--- config.mk ---
export PLATFORM = sky130hd
export DESIGN_NAME = sleep_wake_ctl
export DESIGN_NICKNAME = d
export VERILOG_FILES = /design/src/rtl/sleep_wake_ctl.sv
export SDC_FILE = /design/constraint.sdc
export NUM_CORES = 1
export LEC_CHECK = 0
export BUFFER_PORTS_ARGS = -buffer_cell sky130_fd_sc_hd__buf_2
export CORE_UTILIZATION = 40
export DETAILED_ROUTE_END_ITERATION = 8
export GPL_ROUTABILITY_DRIVEN = 0
export PLACE_DENSITY = 0.8
export SETUP_SLACK_MARGIN = 0.2
export SYNTH_ARGS = -nofsm -noshare
export SYNTH_HDL_FRONTEND = slang
export SYNTH_SLANG_ARGS = --single-unit
--- constraint.sdc ---
create_clock -name clk -period 1.3 [get_ports clk]
set_clock_uncertainty 0.1 [all_clocks]
set_input_delay 0.065 -clock clk [delete_from_list [all_inputs] [get_ports clk]]
set_output_delay 0.065 -clock clk [all_outputs]
set_load 0.03 [all_outputs]
--- src/rtl/sleep_wake_ctl.sv ---
module sleep_wake_ctl #(
  parameter int STARTUP = 16
) (
  input  logic       clk,
  input  logic       rst_n,
  input  logic       sel,
  input  logic       wr,
  input  logic [7:0] wdata,
  output logic [7:0] rdata,
  input  logic       wake_n,
  input  logic       cfg_wdt_off,
  output logic       od_en,
  output logic       opt_en,
  output logic       wdt_en,
  output logic       osc_en,
  output logic       stall
);
  localparam int CW = $clog2(STARTUP + 1);
  localparam logic [CW-1:0] LOAD = CW'(STARTUP);

  logic          od_q, wdt_q, slp_q, opt_q, wkdis_q;
  logic          s1, s2;
  logic [CW-1:0] cnt;
  logic          we, wake_hit, slp_nxt;

  assign we       = sel & wr;
  assign wake_hit = ~s2 & ~wkdis_q;
  assign slp_nxt  = wake_hit ? 1'b1 : (we ? wdata[4] : slp_q);

  always_ff @(posedge clk or negedge rst_n)
    if (!rst_n) begin
      s1 <= 1'b1;
      s2 <= 1'b1;
    end else begin
      s1 <= wake_n;
      s2 <= s1;
    end

  always_ff @(posedge clk or negedge rst_n)
    if (!rst_n) begin
      od_q    <= 1'b0;
      wdt_q   <= 1'b0;
      opt_q   <= 1'b0;
      wkdis_q <= 1'b0;
      slp_q   <= 1'b1;
    end else begin
      if (we) begin
        od_q    <= wdata[6];
        wdt_q   <= wdata[5];
        opt_q   <= wdata[3];
        wkdis_q <= wdata[0];
      end
      slp_q <= slp_nxt;
    end

  always_ff @(posedge clk or negedge rst_n)
    if (!rst_n)
      cnt <= LOAD;
    else if (slp_nxt && !slp_q)
      cnt <= LOAD;
    else if (slp_q && cnt != '0)
      cnt <= cnt - 1'b1;

  assign rdata  = {1'b0, od_q, wdt_q, slp_q, opt_q, 2'b00, wkdis_q};
  assign od_en  = od_q;
  assign opt_en = opt_q;
  assign wdt_en = wdt_q & ~cfg_wdt_off;
  assign osc_en = slp_q;
  assign stall  = ~slp_q | (cnt != '0);

  a_r4_wdt_forced_off: assert property (@(posedge clk) disable iff (!rst_n)
    cfg_wdt_off |-> !wdt_en);

  a_r6_wake_sets: assert property (@(posedge clk) disable iff (!rst_n)
    wake_hit |=> osc_en);

  a_r5_sw_clear: assert property (@(posedge clk) disable iff (!rst_n)
    (we && !wdata[4] && !wake_hit) |=> !osc_en);

  a_r8_reload: assert property (@(posedge clk) disable iff (!rst_n)
    $rose(slp_q) |-> (cnt == LOAD && stall));

  a_r8_countdown: assert property (@(posedge clk) disable iff (!rst_n)
    (slp_q && cnt != '0 && !we && !wake_hit) |=> (cnt == $past(cnt) - CW'(1)));

  a_r10_sleep_stalls: assert property (@(posedge clk) disable iff (!rst_n)
    !osc_en |-> stall);

  a_r9_wake_wins: assert property (@(posedge clk) disable iff (!rst_n)
    (wake_hit && we && !wdata[4]) |=> (osc_en && $stable(cnt == LOAD) || cnt != LOAD));
endmodule

# After elaboration in Yosys (flattened, before gate mapping)
# Index checks and enable logic that the tools add are counted.
# W data, S select, Z words.
# word_totals
regBits	12
in_bits	14
wordCells	26
# op_classes
n_addsub	1
n_mux	4
bitwise_logic	8
n_reduce_logical	5
# ops
op	n
$mux W5	2
$reduce_bool A5 Y1	1
$sub A5 B1 Y5 const B	1
$not A1 Y1	4
$and A1 B1 Y1	3
$logic_and A1 B1 Y1	2
$mux W1	2
$reduce_bool A2 Y1	1
$logic_not A1 Y1	1
$or A1 B1 Y1	1

# Logic depth before layout (Yosys ltp)
# logic_depth
word_depth	5
depth_mapped	5

# Worst setup path before layout
# No wires, ideal clock.
# synth_timing
path_kind	reg2out
start	register slp_q, in the netlist osc_en
end	output port stall
arrival_ns	1.441
path_slack_ns	-0.306
path_stages_with_launch	3
n_path_buf	0
cell_sequence	dfstp_2 > inv_1 > or4_1
# synth_via
elab_chain_len	2
# synth_rtl
item	line_no	rtl
start: declaration	21	logic od_q, wdt_q, slp_q, opt_q, wkdis_q;
start signal: assignment	53	slp_q <= slp_nxt;
$not A1 Y1	69	assign stall = ~slp_q | (cnt != '0);
$or A1 B1 Y1	69	
end: declaration	16	output logic stall
# No other way between the ends.

# Final worst setup path
# layout_timing
start	register cnt[1]
end	output port stall
# layout_via
elab_chain_len	2
# layout_rtl
item	line_no	rtl
start: declaration	23	logic [CW-1:0] cnt;
start signal: assignment	62	cnt <= cnt - 1'b1;
$reduce_bool A5 Y1	69	
$or A1 B1 Y1	69	
# No other way between the ends.

==> impl_metrics.tcl <==
set metrics [dict create \
    gr-total-overflow 0 \
    cts_max_level 1 \
    crit_type "reg -> out" \
    cp-end-kind "output pin" \
    ys.warnings.count 0 \
    antenna_found_initial 0 \
    track_usage_pct 23.07 \
    hold_class "in -> async" \
    synth_top_cell_area_share_pct 32.26 \
    rsz0062_at_grt "true" \
    crit_fanout 2 \
    crit_buf_inv 2 \
    drt_iter0_markers 1 \
    start_util_pct 45.42 \
    post-place-cells 90 \
    cts_tree "built" \
    synth_edf_count 0 \
    leakagePower_nw 0.5034 \
    ys_async_sr_fraction_pct 100.0 \
    setup_slack_ps -393.3 \
    period_share_pct 130.3 \
    synthTopCellsByArea "dfrtp_1 (32%), dfstp_2 (17%), buf_4 (9.7%), mux2_2 (7.3%), nor4b_4 (3.8%)" \
    cp_data_arrival_time_ps 1530 \
    grt_max_degree 13 \
    drc 0 \
    dpl.hpwl_um 864.5 \
    grt_pass1_wl_um 2270 \
    final_nets 112 \
    first_global_vias 529 \
    maxCapViolations 0 \
    io_pins 27 \
    cts_buffers 3 \
    violations "setup timing" \
    synth_cell_types 24 \
    synth_top_area_cell "dfrtp_1" \
    port_buffers 20 \
    synth_cells 53 \
    power_w 0.002088 \
    fin_setup_tns_ps -1681 \
    ir_drop_mv 1.281 \
    dieHeight_um 41.39 \
    via_per_inst 4.910 \
    final-hold-violation-count 0 \
    clk_pin_slew_ps 80 \
    vias 545 \
    avgSynthCellArea_um2 11.71 \
    setup_viol 8 \
    final_layout_size_suffix_gt1_share_pct 67.71 \
    area_growth_pct 73.99 \
    core_um2 1366 \
    slowest_stage "or4_4" \
    max_stage_delay_ps 410 \
    root_buffer "clkbuf_4" \
    first_pass_iters 2 \
    clk_path_buf_depth 2 \
    clock-sinks 12 \
    stdcell_area_um2 1080 \
    outcome "finished with violations" \
    required_ps 1130 \
    dieArea_um2 1713 \
    power-per-cell-area_nw_per_um2 1933 \
    synthTopCellsByCount "buf_4 (8), dfrtp_1 (8)" \
    wl_per_cell_um 15.03 \
    num_rows 13 \
    ant_nets 0 \
    period_minus_slack_ps 1693 \
    finalNonFillerCells 111 \
    synth_ff_type "dfrtp_1" \
    clock_latency_ps 280 \
    ys_ff_latch 12 \
    synthesis.area_um2 620.6 \
    place_ws_ps -187.0 \
    start_kind "register" \
    path_cells "inv_2, ha_4, nand2b_4, or4_4, buf_6" \
    totalWireLength_um 1668 \
    slew_violations 0 \
    yosysSeqAreaShare_pct 49.19 \
    crit_family "simple AND/OR/NAND/NOR gates" \
    dpl_cell_area_um2 750.7 \
    die_w_um 41.39 \
    clock.fmax_mhz 590.6 \
    diodes 0 \
]
==> sequential cells by signal, summed over array words and instances, names as in the netlist <==
| name | cells |
|---|---|
| cnt | 5 |
| od_en | 1 |
| opt_en | 1 |
| osc_en | 1 |
| s1 | 1 |
| s2 | 1 |
| wdt_q | 1 |
| wkdis_q | 1 |
==> worst paths after layout <==
path,slack [ps],endpoint,depth (start not counted),start
min reg2reg,270,s2$_DFF_PN1_,0,s1$_DFF_PN1_
min in group clk,120,cnt[2]$_DFFE_PN0P_,4,wdata[4]
max reg2reg,-340,cnt[3]$_DFFE_PN0P_,5,cnt[0]$_DFFE_PN0P_
min,80,od_en$_DFFE_PN0N_,2,rst_n
max,-390,stall,5,cnt[1]$_DFFE_PN0P_
max in group asynchronous,740,s2$_DFF_PN1_,2,rst_n
==> layout make-up <==
| class | count | area [um2] |
|---|---|---|
| flip-flops and latches | 12 | 305.3 |
| fillers | 85 | 286.5 |
| inverters | 4 | 15.01 |
| clock buffers | 4 | 36.28 |
| well taps | 15 | 18.77 |
| multi-input cells | 31 | 336.6 |
| repair buffers | 45 | 367.9 |
==> cell usage in the layout, fill, tap and decap left out, drive strengths merged <==
cell type	synthesis	final
a211oi	1	1
buf	8	36
clkbuf	0	4
conb	1	3
dfrtp	8	8
dfstp	4	4
dlygate4sd3	0	9
ha	1	1
inv	4	4
mux2	4	4
mux2i	1	1
nand2	4	4
nand2b	3	3
nand3	1	1
nor2b	1	1
nor4b	1	1
o211ai	1	1
o21ai	1	1
o21bai	1	1
o221ai	1	1
o22ai	2	2
o31ai	1	1
o32a	1	1
or3	1	1
or4	2	2
==> per-layer routing <==
layer  vias up  GRT usage [%]  part of all wire (%)
met5         -              0                     0
met4         0          19.35                   3.1
met3         5          7.979                   2.9
met2        13          37.89                    57
met1       263          23.26                    37
li1        264              -                     -
==> stage by stage <==
step	hold slack [ps]	utilization, %
global route	108.1	79.03
finish	77.63	79.03
CTS	84.26	71.15
detailed placement	-148.8	54.95
floorplan	-330.6	-
global placement	-147.0	54.95
==> power by group <==
part | switching [W] | total, W | internal, W
combinational | 0.000481 | 0.00116 | 0.000678
sequential | 0.000131 | 0.000628 | 0.000497
clock | 0.000130 | 0.000300 | 0.000171
==> what timing repair did <==
| item | in CTS | in global routing |
|---|---|---|
| hold buffers | 9 | 0 |
| buffers inserted | 4 | 4 |
| pin swaps | 4 | 3 |
| resized for setup | 16 | 17 |
| setup endpoints to repair | 10 | 11 |
| hold endpoints to repair | 18 | 0 |
==> logic make-up (layout without fill, tap and decap cells) <==
logic type / after synthesis / after routing / synth area share (%)
and+or+nand+nor: 13 / 13 / 15.12
DFF: 12 / 12 / 49.19
buffers and inverters: 12 / 53 / 12.10
AOI/OAI and AO/OA: 9 / 9 / 12.10
muxes: 5 / 5 / 8.871
adders and majority gates: 1 / 1 / 2.016
other: 1 / 3 / 0.6043
Power figures use the tool's default switching activity.
